<file path="config.mk">
export PLATFORM = sky130hd
export DESIGN_NAME = masked_vec_exec
export DESIGN_NICKNAME = d
export VERILOG_FILES = /design/src/rtl/mve_pkg.sv /design/src/rtl/mve_lowest.sv /design/src/rtl/mve_alu.sv /design/src/rtl/mve_mask.sv /design/src/rtl/masked_vec_exec.sv
export SDC_FILE = /design/constraint.sdc
export NUM_CORES = 1
export LEC_CHECK = 0
export BUFFER_PORTS_ARGS = -buffer_cell sky130_fd_sc_hd__buf_2
export CORE_MARGIN = 3
export CORE_UTILIZATION = 39
export DETAILED_ROUTE_END_ITERATION = 10
export MAX_ROUTING_LAYER = met4
export PLACE_DENSITY = 0.65
export SETUP_SLACK_MARGIN = 0.15
export SLEW_MARGIN = 20
export SYNTH_ARGS = -nofsm -noshare
export SYNTH_HDL_FRONTEND = slang
export SYNTH_HIERARCHICAL = 1
export SYNTH_SLANG_ARGS = --single-unit
</file>
<file path="constraint.sdc">
create_clock -name clk -period 4.3 [get_ports clk]
set_clock_uncertainty 0.15 [all_clocks]
set_input_delay 0.43 -clock clk [delete_from_list [all_inputs] [get_ports clk]]
set_output_delay 0.43 -clock clk [all_outputs]
set_load 0.01 [all_outputs]
</file>
<file path="src/rtl/mve_pkg.sv">
package mve_pkg;
  typedef enum logic [1:0] {
    OP_ADD  = 2'd0,
    OP_CMP  = 2'd1,
    OP_CLR  = 2'd2,
    OP_NONE = 2'd3
  } mve_op_e;
endpackage

</file>
<file path="src/rtl/mve_lowest.sv">
module mve_lowest #(
  parameter int N  = 16,
  parameter int IW = 4
) (
  input  logic [N-1:0]  vec,
  output logic [IW-1:0] idx,
  output logic [N-1:0]  onehot
);
  // isolate lowest set bit
  assign onehot = vec & (~vec + {{(N-1){1'b0}}, 1'b1});

  always_comb begin
    idx = '0;
    for (int i = N - 1; i >= 0; i--) begin
      if (vec[i]) idx = IW'(i);
    end
  end
endmodule

</file>
<file path="src/rtl/mve_alu.sv">
module mve_alu #(
  parameter int EW = 8
) (
  input  logic [EW-1:0] a,
  input  logic [EW-1:0] b,
  input  logic [EW-1:0] scalar,
  output logic [EW-1:0] sum,
  output logic          gt
);
  function automatic logic [EW-1:0] add_wrap(input logic [EW-1:0] x, input logic [EW-1:0] y);
    return x + y;
  endfunction

  function automatic logic gt_signed(input logic [EW-1:0] x, input logic [EW-1:0] y);
    return $signed(x) > $signed(y);
  endfunction

  assign sum = add_wrap(a, b);
  assign gt  = gt_signed(a, scalar);
endmodule

</file>
<file path="src/rtl/mve_mask.sv">
module mve_mask #(
  parameter int VLMAX = 16,
  parameter int IW    = 4
) (
  input  logic             clk,
  input  logic             rst_n,
  input  logic             set_all,
  input  logic             bit_we,
  input  logic [IW-1:0]    bit_idx,
  input  logic             bit_val,
  output logic [VLMAX-1:0] mask_q
);
  always_ff @(posedge clk) begin
    if (!rst_n)       mask_q <= '1;
    else if (set_all) mask_q <= '1;
    else if (bit_we)  mask_q[bit_idx] <= bit_val;
  end
endmodule

</file>
<file path="src/rtl/masked_vec_exec.sv">
module masked_vec_exec
  import mve_pkg::*;
#(
  parameter int VLMAX = 16,
  parameter int EW    = 8,
  localparam int IW   = $clog2(VLMAX),
  localparam int LW   = $clog2(VLMAX + 1)
) (
  input  logic             clk,
  input  logic             rst_n,
  input  logic             start,
  input  logic [1:0]       op,
  input  logic             dense,
  input  logic [LW-1:0]    vlen,
  input  logic [EW-1:0]    scalar,
  output logic [IW-1:0]    rd_idx,
  input  logic [EW-1:0]    rd_a,
  input  logic [EW-1:0]    rd_b,
  output logic [VLMAX-1:0] mask_o,
  output logic             busy,
  output logic             done,
  output logic             wr_en,
  output logic [IW-1:0]    wr_idx,
  output logic [EW-1:0]    wr_data
);
  // captured command
  logic             run_q, fin_q, done_q;
  mve_op_e          op_q;
  logic             dense_q;
  logic [LW-1:0]    vl_q;
  logic [EW-1:0]    scalar_q;
  logic [VLMAX-1:0] rem_q;

  // named events
  logic             accept;
  logic             issue;
  logic             last;
  logic [IW-1:0]    issue_idx;
  logic [VLMAX-1:0] issue_oh;
  logic [LW-1:0]    vl_eff;
  logic [VLMAX-1:0] len_mask;
  logic [VLMAX-1:0] init_rem;
  logic [EW-1:0]    elem_sum;
  logic             elem_gt;
  logic             mask_set_all;
  logic             mask_bit_we;

  assign busy   = run_q | fin_q;
  assign accept = start && !busy && (mve_op_e'(op) != OP_NONE);
  assign vl_eff = (vlen > LW'(VLMAX)) ? LW'(VLMAX) : vlen;

  genvar g;
  generate
    for (g = 0; g < VLMAX; g++) begin : g_len
      assign len_mask[g] = (LW'(g) < vl_eff);
    end
  endgenerate

  always_comb begin
    case (mve_op_e'(op))
      OP_ADD:  init_rem = dense ? (mask_o & len_mask) : len_mask;
      OP_CMP:  init_rem = len_mask;
      default: init_rem = '0;
    endcase
  end

  mve_lowest #(.N(VLMAX), .IW(IW)) u_scan (
    .vec    (rem_q),
    .idx    (issue_idx),
    .onehot (issue_oh)
  );

  assign issue  = run_q;
  assign last   = (rem_q & ~issue_oh) == '0;
  assign rd_idx = issue_idx;

  mve_alu #(.EW(EW)) u_alu (
    .a      (rd_a),
    .b      (rd_b),
    .scalar (scalar_q),
    .sum    (elem_sum),
    .gt     (elem_gt)
  );

  assign mask_set_all = accept && (mve_op_e'(op) == OP_CLR);
  assign mask_bit_we  = issue && (op_q == OP_CMP);

  mve_mask #(.VLMAX(VLMAX), .IW(IW)) u_mask (
    .clk     (clk),
    .rst_n   (rst_n),
    .set_all (mask_set_all),
    .bit_we  (mask_bit_we),
    .bit_idx (issue_idx),
    .bit_val (elem_gt),
    .mask_q  (mask_o)
  );

  // sequencer
  always_ff @(posedge clk) begin
    if (!rst_n) begin
      run_q    <= 1'b0;
      fin_q    <= 1'b0;
      done_q   <= 1'b0;
      op_q     <= OP_NONE;
      dense_q  <= 1'b0;
      vl_q     <= '0;
      scalar_q <= '0;
      rem_q    <= '0;
    end else begin
      done_q <= fin_q;
      fin_q  <= 1'b0;
      if (accept) begin
        op_q     <= mve_op_e'(op);
        dense_q  <= dense;
        vl_q     <= vl_eff;
        scalar_q <= scalar;
        rem_q    <= init_rem;
        run_q    <= (init_rem != '0);
        fin_q    <= (init_rem == '0);
      end else if (issue) begin
        rem_q <= rem_q & ~issue_oh;
        if (last) begin
          run_q <= 1'b0;
          fin_q <= 1'b1;
        end
      end
    end
  end

  // element write port
  always_ff @(posedge clk) begin
    if (!rst_n) begin
      wr_en   <= 1'b0;
      wr_idx  <= '0;
      wr_data <= '0;
    end else begin
      wr_en   <= issue && (op_q == OP_ADD) && mask_o[issue_idx];
      wr_idx  <= issue_idx;
      wr_data <= elem_sum;
    end
  end

  assign done = done_q;
endmodule

</file>
==> run metrics, run 1 <==
Syn Area/Cell 7.89 um2; hold_ws around 0.18 ns; biggest cell delay along the critical path 0.58 ns; DP Wirelength around 8.0 mm; largest cells by area after synthesis dfxtp_1 (32%), nand2_1 (6.3%), ha_1 (5.2%), nand3_1 (4.5%), inv_1 (3.7%); Resized cells post-CTS 0; RSZ-0062 raised after global routing false; clk slew on worst S/H paths roughly 0.070 ns; grt ovf 0; Syn Nets ~500; Tightest Pin Transition 0.943 ns; drt drc 0; Fmax 0.341 GHz; Iteration-0 DRC Markers 232; Area Overhead vs Synth 17.9%; CP Launch Type flop; Final Setup Violations 0; Clock Path Buffers 2; core area 8810 um2; most frequent CP cell mux4_2; DIE WIDTH between 100 and 150 um; Worst path slowest cell nor4_1; RePlAce Congestion around 1; Post-Route WL 10.8 mm; Power Dens Cells about 370 nW/um2; post-synth top area cell dfxtp_1; CTS Buf Count 9; Max Slew Vio Count 0; Hold Violations, Final 0; HP Class in2reg; total power draw roughly 1.6 mW; final core occ 47.9%; most frequent cell after synthesis nand2_1; Most used DFF post-synth dfxtp_1; via count 3637; CTS sink count 58; Setup crit end kind flop; part of the cycle the worst path needs about two thirds; vias in the first global route 3423; H-tree depth 3; worst setup margin 1.37 ns; crit path time final 2.93 ns; Antenna diodes 0; setup TNS 0 ns; WP data required 4.40 ns; Yosys top cell area share about 32%; Slew HR 36.8%; TritonCTS clock tree yes; Seq cells post-synth 58; initial antenna violation count 0; mapped cell area ~3600 um2; io pins 70; post-synthesis sequential area ratio 32.5%; Starting Density 40.6%; max cap viols 0; EDFF count, synth 0; CP Cell Sequence nor4_1, o41ai_1, a31oi_1, buf_4, mux4_2, mux4_2, and2_1; DR pass1 iterations 5; Async SR Flop Fraction 0%; Yosys warnings 6; Pleak 1.64 nW; NumNets Final approximately 570; fill count ~850; postcts setup bufs 0; outcome finished clean; Max FO, Critical Path 14; cts hold-fix bufs 0; I/O Buffers 69; VDD IR-drop max 0.162 mV; first-pass GRT wire length 17.5 mm; share of cells above drive strength 1 between 20% and 30%; DIE AREA roughly 10000 um2; row count 34; Crit path arrival time about 3.0 ns; ANT nets after route 0; largest net degree at the start of global routing 44; Die Y 102 um; CP Class reg2reg; post-synth cell types 62; Avg WL per Cell 17.1 um; Root Buffer clkbuf_8; clk_lat worst skew 0.35 ns; Total GRT Usage about 22%; synthesized instance count approximately 450; pre-CTS WS around 1.5 ns; top cells by count, synth nand2_1 (60), dfxtp_1 (58), inv_1 (35), nand3_1 (32), nor2_1 (24); Avg Vias per Cell 5.76
[critical path, delay by kind of cell, from the launching register on]
family / cells / cell delay (ns)
compound gates: 2 / 0.41
flops: 1 / 0.37
mux: 2 / 0.96
simple gates: 2 / 0.72
buf+inv: 1 / 0.22
[layer usage]
layer,GRT usage [%],vias up,wire (um)
met5,-,-,0
met4,9.51,0,223
met3,3.72,25,708
met2,34.8,176,5140
met1,28.5,1691,4720
li1,-,1745,-
[cell families after synthesis]
| family | Yosys count | synth area share, % |
|---|---|---|
| AOI/OAI and AO/OA | 112 | 20.7 |
| xor gates and xnor gates | 6 | 1.47 |
| adders and majority gates | 16 | 5.81 |
| buffers and inverters | 53 | 5.98 |
| DFF | 58 | 32.5 |
| muxes | 5 | 3.15 |
| and+or+nand+nor | 203 | 30.4 |
[worst paths after layout]
kind | from | end | cells past startpoint | slack [ns]
setup / recovery | rem_q[8] | wr_en | 7 | 1.37
hold / removal | scalar[5] | scalar_q[5] | 3 | 0.18
setup reg to reg | rem_q[8] | wr_en | 7 | 1.37
hold reg to reg | scalar_q[5] | scalar_q[5] | 2 | 0.32
[where the power goes]
part,internal (mW),switching (mW)
logic,0.156,0.239
clock network,0.338,0.228
registers,0.571,0.0301
total,1.06,0.497
[per-stage QoR]
stage,instance area [um2],cells
floorplan,3580,453
global placement,4000,615
detailed placement,4000,615
CTS,4210,631
global route,4220,631
finish,4220,631
[layout by cell type, fill, tap and decap left out, types with 4 or more instances in the layout]
| master | netlist | layout |
|---|---|---|
| o21ai_1 | 13 | 13 |
| nor2_1 | 24 | 24 |
| nor2b_1 | 8 | 7 |
| inv_1 | 35 | 35 |
| and3_1 | 6 | 6 |
| mux4_2 | 5 | 5 |
| a21oi_1 | 13 | 13 |
| dfxtp_1 | 58 | 58 |
| and3_2 | 4 | 4 |
| clkinv_2 | 0 | 4 |
| nand2b_1 | 6 | 6 |
| and2_1 | 19 | 19 |
| nor3_1 | 11 | 11 |
| o211ai_1 | 12 | 12 |
| nand2_1 | 60 | 60 |
| a221oi_1 | 4 | 4 |
| nor3b_1 | 5 | 5 |
| a21boi_0 | 14 | 14 |
| o21ai_0 | 20 | 20 |
| o22ai_1 | 6 | 6 |
| xnor2_1 | 4 | 4 |
| nand3_1 | 32 | 32 |
| ha_1 | 15 | 15 |
| buf_2 | 6 | 69 |
| clkbuf_8 | 0 | 10 |
| a31oi_1 | 9 | 9 |
[state kept, by name, indices dropped and copies added, names as in the netlist]
name,flops
wr_idx,4
done,1
wr_data,8
wr_en,1
op_q,2
scalar_q,8
rem_q,16
issue,1
fin_q,1
u_mask/mask_q,16
[layout make-up]
type | instances | area (um2) | area share (%)
multi-input cells | 342 | 2200 | 52.3
clock buffers | 10 | 138 | 3.26
clock inverters | 6 | 80.1 | 1.90
well taps | 108 | 135 | 3.20
flip-flops and latches | 58 | 1160 | 27.5
inverters | 35 | 131 | 3.12
repair buffers | 72 | 368 | 8.72
Note: power is estimated with default switching activity, not from simulation.
==> run 2: changes to the inputs <==
--- a/config.mk
+++ b/config.mk
@@ -10,7 +10,7 @@
 export CORE_UTILIZATION = 39
 export DETAILED_ROUTE_END_ITERATION = 10
 export MAX_ROUTING_LAYER = met4
-export PLACE_DENSITY = 0.65
+export PLACE_DENSITY = 0.67
 export SETUP_SLACK_MARGIN = 0.15
 export SLEW_MARGIN = 20
 export SYNTH_ARGS = -nofsm -noshare
==> constraint.sdc (replaced) <==
create_clock -name clk -period 2.5 [get_ports clk]
set_clock_uncertainty 0.15 [all_clocks]
set_input_delay 0.25 -clock clk [delete_from_list [all_inputs] [get_ports clk]]
set_output_delay 0.25 -clock clk [all_outputs]
set_load 0.01 [all_outputs]
==> run 2 against run 1 <==
Setup slack worse by 1.3 ns. Via count is 5.6% higher. Register-to-register slack worse by 1.3 ns. Sequential power is 71% higher. Critical path depth stayed put. Critical endpoint unchanged. Combinational power is 110% higher. Worst hold slack worse by 0.16 ns.
==> run metrics, run 2 (synthesized netlist as in run 1, its figures left out) <==
DR pass1 iterations 5 (unchanged); max cap viols 0 (unchanged); row count 34 (unchanged); cts hold-fix bufs 0 (unchanged); Crit path arrival time 2.55 ns (-0.48 ns); crit-path leading delay family multiplexers; Setup crit end kind flop; most common cell after layout, fill and taps aside buf_2; ANT nets after route 0 (unchanged); Iteration-0 DRC Markers 238 (+2.6%); Antenna diodes 0 (unchanged); biggest cell delay along the critical path 0.54 ns (-0.04 ns); clk_lat worst skew 0.34 ns (about the same); CP Cell Sequence inv_1, o21ai_1, a21oi_1, o22ai_4, mux4_2, mux4_2, and2_4; Total GRT Usage 23.1% (+0.84 points); most frequent cells in the layout buf_2 (69), nand2_1 (59), dfxtp_1 (46), inv_1 (35), nand3_1 (32); VDD IR-drop max 0.265 mV (+64%); initial antenna violation count 0 (unchanged); Post-Route WL 11.6 mm (+7.9%); RePlAce Congestion 0.957 (-4.5%); Avg WL per Cell 17.7 um (+3.3%); I/O Buffers 69 (unchanged); CP Class reg2reg; CTS Buf Count 9 (unchanged); Fmax 0.407 GHz (+19%); Root Buffer clkbuf_8; Slew HR 58.9% (+22 points); DIE AREA 10400 um2 (unchanged); DP Wirelength 8.80 mm (+9.4%); Avg Vias per Cell 5.83 (+1.1%); CTS sink count 58 (unchanged); largest net degree at the start of global routing 29 (-34%); Starting Density 40.6% (unchanged); CP Launch Type flop; grt ovf 0 (unchanged); vias in the first global route 3586 (+4.8%); share of cells above drive strength 1 29.9% (+8.3 points); part of the cycle the worst path needs 98.3% (+30 points); crit path time final 2.46 ns (-0.472 ns); Regs by FF count rem_q: 16 flops, u_mask/mask_q: 16 flops; DIE WIDTH 102 um (unchanged); fill count 847 (-0.70%); Hold Violations, Final 0 (unchanged); outcome finished clean; Max FO, Critical Path 4 (-10); clk slew on worst S/H paths 0.07 ns (about the same); TritonCTS clock tree yes; Pleak 1.80 nW (+10%); worst setup margin 0.0417 ns (-1.33 ns); Tightest Pin Transition 0.601 ns (-0.341 ns); Power Dens Cells 601 nW/um2 (+62%); Final Setup Violations 0 (unchanged); drt drc 0 (unchanged); NumNets Final 598 (+5.1%); total power draw 2.73 mW (+75%); RSZ-0062 raised after global routing true; first-pass GRT wire length 18.0 mm (+2.9%); WP data required 2.59 ns (-1.81 ns); Clock Path Buffers 2 (unchanged); core area 8810 um2 (unchanged); io pins 70 (unchanged); Worst path slowest cell mux4_2; pre-CTS WS 0.0590 ns (-1.42 ns); Buf/Inv on CP 1 (unchanged); most frequent CP cell mux4_2; H-tree depth 3 (unchanged); Die Y 102 um (unchanged); Area Overhead vs Synth 27.1%; HP Class in2reg; via count 3840 (+5.6%); Max Slew Vio Count 0 (unchanged)
## run 2: changes by cell type in the layout (fill, tap and decap cells not counted), sizes merged
cell / previous run / this run
buf: 72 / 101
bufinv: 2 / 1
clkbuf: 10 / 12
clkinv: 4 / 2
## run 2: worst min-delay path, cell delays in order
cell and delay (ns):
buf_2 0.10, nand2_1 0.04, a21boi_0 0.06
## run 2: cell type report
class,instances,area (um2),area share [%]
Multi-Input combinational cell,342,2320,51.0
Clock buffer,12,145,3.19
Clock inverter,3,40.0,0.881
Tap cell,108,135,2.97
Timing Repair Buffer,101,593,13.0
Inverter,35,131,2.89
Sequential cell,58,1180,26.0
## run 2: final timing paths
path | start | end | slack [ns] | cells past startpoint
hold reg to reg | scalar_q[4] | scalar_q[4] | 0.32 | 2
setup / recovery | rem_q[15] | wr_en | 0.04 | 7
hold / removal | scalar[0] | scalar_q[0] | 0.02 | 3
setup reg to reg | rem_q[15] | wr_en | 0.04 | 7
## run 2: timing repair
item / CTS / global route
setup buffers: 0 / 3
pin swaps: 1 / 8
gates resized for setup: 4 / 28
cloned: 0 / 0
endpoints found under the setup margin: 3 / 21
## run 2: power by group
group          switching, mW  internal, mW
registers             0.0457         0.983
logic                  0.474         0.373
clock network          0.378         0.480
total                  0.897          1.83
## run 2: metrics by stage
step / cell area (um2) / setup TNS [ns] / std cells / util [%] / hold slack, ns
2_1_floorplan: 3630 / 0 / 453 / - / 0.224
3_3_place_gp: 4240 / 0 / 641 / 48.2 / 0.303
3_5_place_dp: 4240 / 0 / 641 / 48.2 / 0.312
4_1_cts: 4440 / 0 / 656 / 50.4 / 0.00720
5_1_grt: 4550 / -0.0786 / 659 / 51.6 / 0.0254
6_report: 4550 / 0 / 659 / 51.6 / 0.0152
## run 2: metal layers
metal / track usage (%) / share of wire [%] / up-vias
li1: - / - / 1804
met1: 29.2 / 44 / 1819
met2: 36.1 / 47 / 179
met3: 3.86 / 6.0 / 38
met4: 10.8 / 3.6 / 0
met5: - / 0 / -
==> run 3: changes to the inputs <==
--- a/config.mk
+++ b/config.mk
@@ -10,7 +10,7 @@
 export CORE_UTILIZATION = 39
 export DETAILED_ROUTE_END_ITERATION = 10
 export MAX_ROUTING_LAYER = met4
-export PLACE_DENSITY = 0.67
+export PLACE_DENSITY = 0.65
 export SETUP_SLACK_MARGIN = 0.15
 export SLEW_MARGIN = 20
 export SYNTH_ARGS = -nofsm -noshare
==> constraint.sdc (replaced) <==
create_clock -name clk -period 2.8 [get_ports clk]
set_clock_uncertainty 0.15 [all_clocks]
set_input_delay 0.28 -clock clk [delete_from_list [all_inputs] [get_ports clk]]
set_output_delay 0.28 -clock clk [all_outputs]
set_load 0.01 [all_outputs]
==> run 3 against run 2 <==
Fmax is 6.6% lower. Clock power increased by 6.1%. First-iteration DRC count is 1.3% higher. Power fell by 8.3%. Routed wire length is 5.1% lower. Die area unchanged. Sequential cell count is the same. Register-to-register slack better by 0.13 ns. Critical endpoint unchanged. Worst hold slack improved by 0.033 ns. Sequential share of layout area grew 0.60 points.
==> run metrics, run 3 (synthesized netlist as in run 1, its figures left out) <==
DIE AREA 10400 um2 (unchanged); Fmax 0.380 GHz (-6.6%); worst setup margin 0.169 ns (+0.127 ns); DIE WIDTH 102 um (unchanged); max cap viols 0 (unchanged); crit-path leading delay family multiplexers; total power draw 2.50 mW (-8.3%); Root Buffer clkbuf_8; Storage cell area 1160 um2 (-1.6%); fill count 849 (+0.24%); CP Class reg2reg; H-tree depth 3 (unchanged); part of the cycle the worst path needs 94.0% (-4.4 points); Worst path slowest cell mux4_2; met3 wire length 869 um (+24%); RSZ-0062 raised after global routing true; initial antenna violation count 0 (unchanged); pre-CTS WS 0.233 ns (+0.174 ns); RePlAce Congestion 0.941 (-1.7%); Regs by FF count rem_q: 16 flops, u_mask/mask_q: 16 flops; Max FO, Critical Path 7 (+3); VDD IR-drop max 0.282 mV (+6.1%); drt drc 0 (unchanged); Pleak 1.72 nW (-4.6%); ANT nets after route 0 (unchanged); I/O Buffers 69 (unchanged); CTS sink count 58 (unchanged); Final Setup Violations 0 (unchanged); Hold Violations, Final 0 (unchanged); clk_lat worst skew 0.33 ns (about the same); Iteration-0 DRC Markers 241 (+1.3%); setup TNS 0 ns (unchanged); DR pass1 iterations 7 (+2); WL met2 5.27 mm (-3.4%); cts hold-fix bufs 0 (unchanged); biggest cell delay along the critical path 0.55 ns (about the same); Antenna diodes 0 (unchanged); Area Overhead vs Synth 22.3%; outcome finished clean; core area 8810 um2 (unchanged); io pins 70 (unchanged); most frequent CP cell mux4_2; largest net degree at the start of global routing 44 (+52%); Buf/Inv on CP 0 (-1); NumNets Final 581 (-2.8%); CTS Buf Count 9 (unchanged); TritonCTS clock tree yes; Tightest Pin Transition 0.650 ns (+0.0485 ns); Clock Path Buffers 2 (unchanged); share of cells above drive strength 1 24.7% (-5.3 points); DP Wirelength 8.35 mm (-5.1%); multi-input logic area 2250 um2 (-3.1%); Crit path arrival time 2.71 ns (+0.16 ns); via count 3777 (-1.6%); first-pass GRT wire length 17.3 mm (-3.5%); crit path time final 2.63 ns (+0.173 ns); clk slew on worst S/H paths 0.07 ns (about the same); Starting Density 40.6% (unchanged); Post-Route WL 11.1 mm (-5.1%); Avg WL per Cell 17.2 um (-2.7%); most common cell after layout, fill and taps aside buf_2; Total GRT Usage 22.2% (-0.92 points); CP Launch Type flop; Max Slew Vio Count 0 (unchanged); final core occ 49.7% (-2.0 points); Die Y 102 um (unchanged); most frequent cells in the layout buf_2 (69), nand2_1 (60), dfxtp_1 (55), inv_1 (35), nand3_1 (32); Met1 Wirelength 4.62 mm (-9.0%); Setup crit end kind flop; Avg Vias per Cell 5.87 (+0.81%); WP data required 2.88 ns (+0.29 ns); row count 34 (unchanged); Power Dens Cells 573 nW/um2 (-4.7%); Slew HR 55.6% (-3.3 points); CP Cell Sequence nor3_1, o21ai_0, o22ai_2, mux4_2, mux4_2, and2_1; vias in the first global route 3461 (-3.5%); HP Class in2reg; Max Used Layer met4; grt ovf 0 (unchanged); hold_ws 0.0485 ns (+0.0332 ns)
run 3: through the flow:
stage                     cell area (um2)  std cells
after detailed placement             4100        625
after global routing                 4370        643
after global placement               4100        625
after CTS                            4340        641
after floorplan                      3600        453
final                                4370        643
run 3: worst reg2reg max path, cell delays in order, from the launching register on:
cell     delay [ns]
dfxtp_1        0.38
nor3_1         0.27
o21ai_0        0.16
o22ai_2        0.41
mux4_2         0.56
mux4_2         0.46
and2_1         0.15
run 3: final timing paths:
path	start	end	slack [ns]	cells past startpoint
max	rem_q[2]	wr_en	0.17	6
min	scalar[3]	scalar_q[3]	0.05	3
max reg2reg	rem_q[2]	wr_en	0.17	6
min reg2reg	scalar_q[3]	scalar_q[3]	0.32	2
run 3: final cells by class:
| type | instances | area share (%) |
|---|---|---|
| clock buffer | 12 | 3.78 |
| clock inverter | 4 | 1.66 |
| inverter | 35 | 3.00 |
| multi-input combinational | 342 | 51.4 |
| sequential | 58 | 26.6 |
| tap | 108 | 3.09 |
| timing repair buffer | 84 | 10.5 |
run 3: timing repair:
item | CTS | global route
setup buffers | 0 | 2
setup endpoints to repair | 0 | 4
gates resized for setup | 0 | 5
run 3: per-layer routing:
| layer | vias to the layer above | GRT usage (%) |
|---|---|---|
| met5 | - | - |
| met4 | 0 | 10.2 |
| met3 | 32 | 4.20 |
| met2 | 178 | 34.8 |
| met1 | 1795 | 27.7 |
| li1 | 1772 | - |
run 3: report_power, final:
part | switching, mW | leakage [nW] | internal (mW)
logic | 0.395 | 1.12 | 0.282
registers | 0.0416 | 0.476 | 0.877
clock network | 0.337 | 0.119 | 0.572
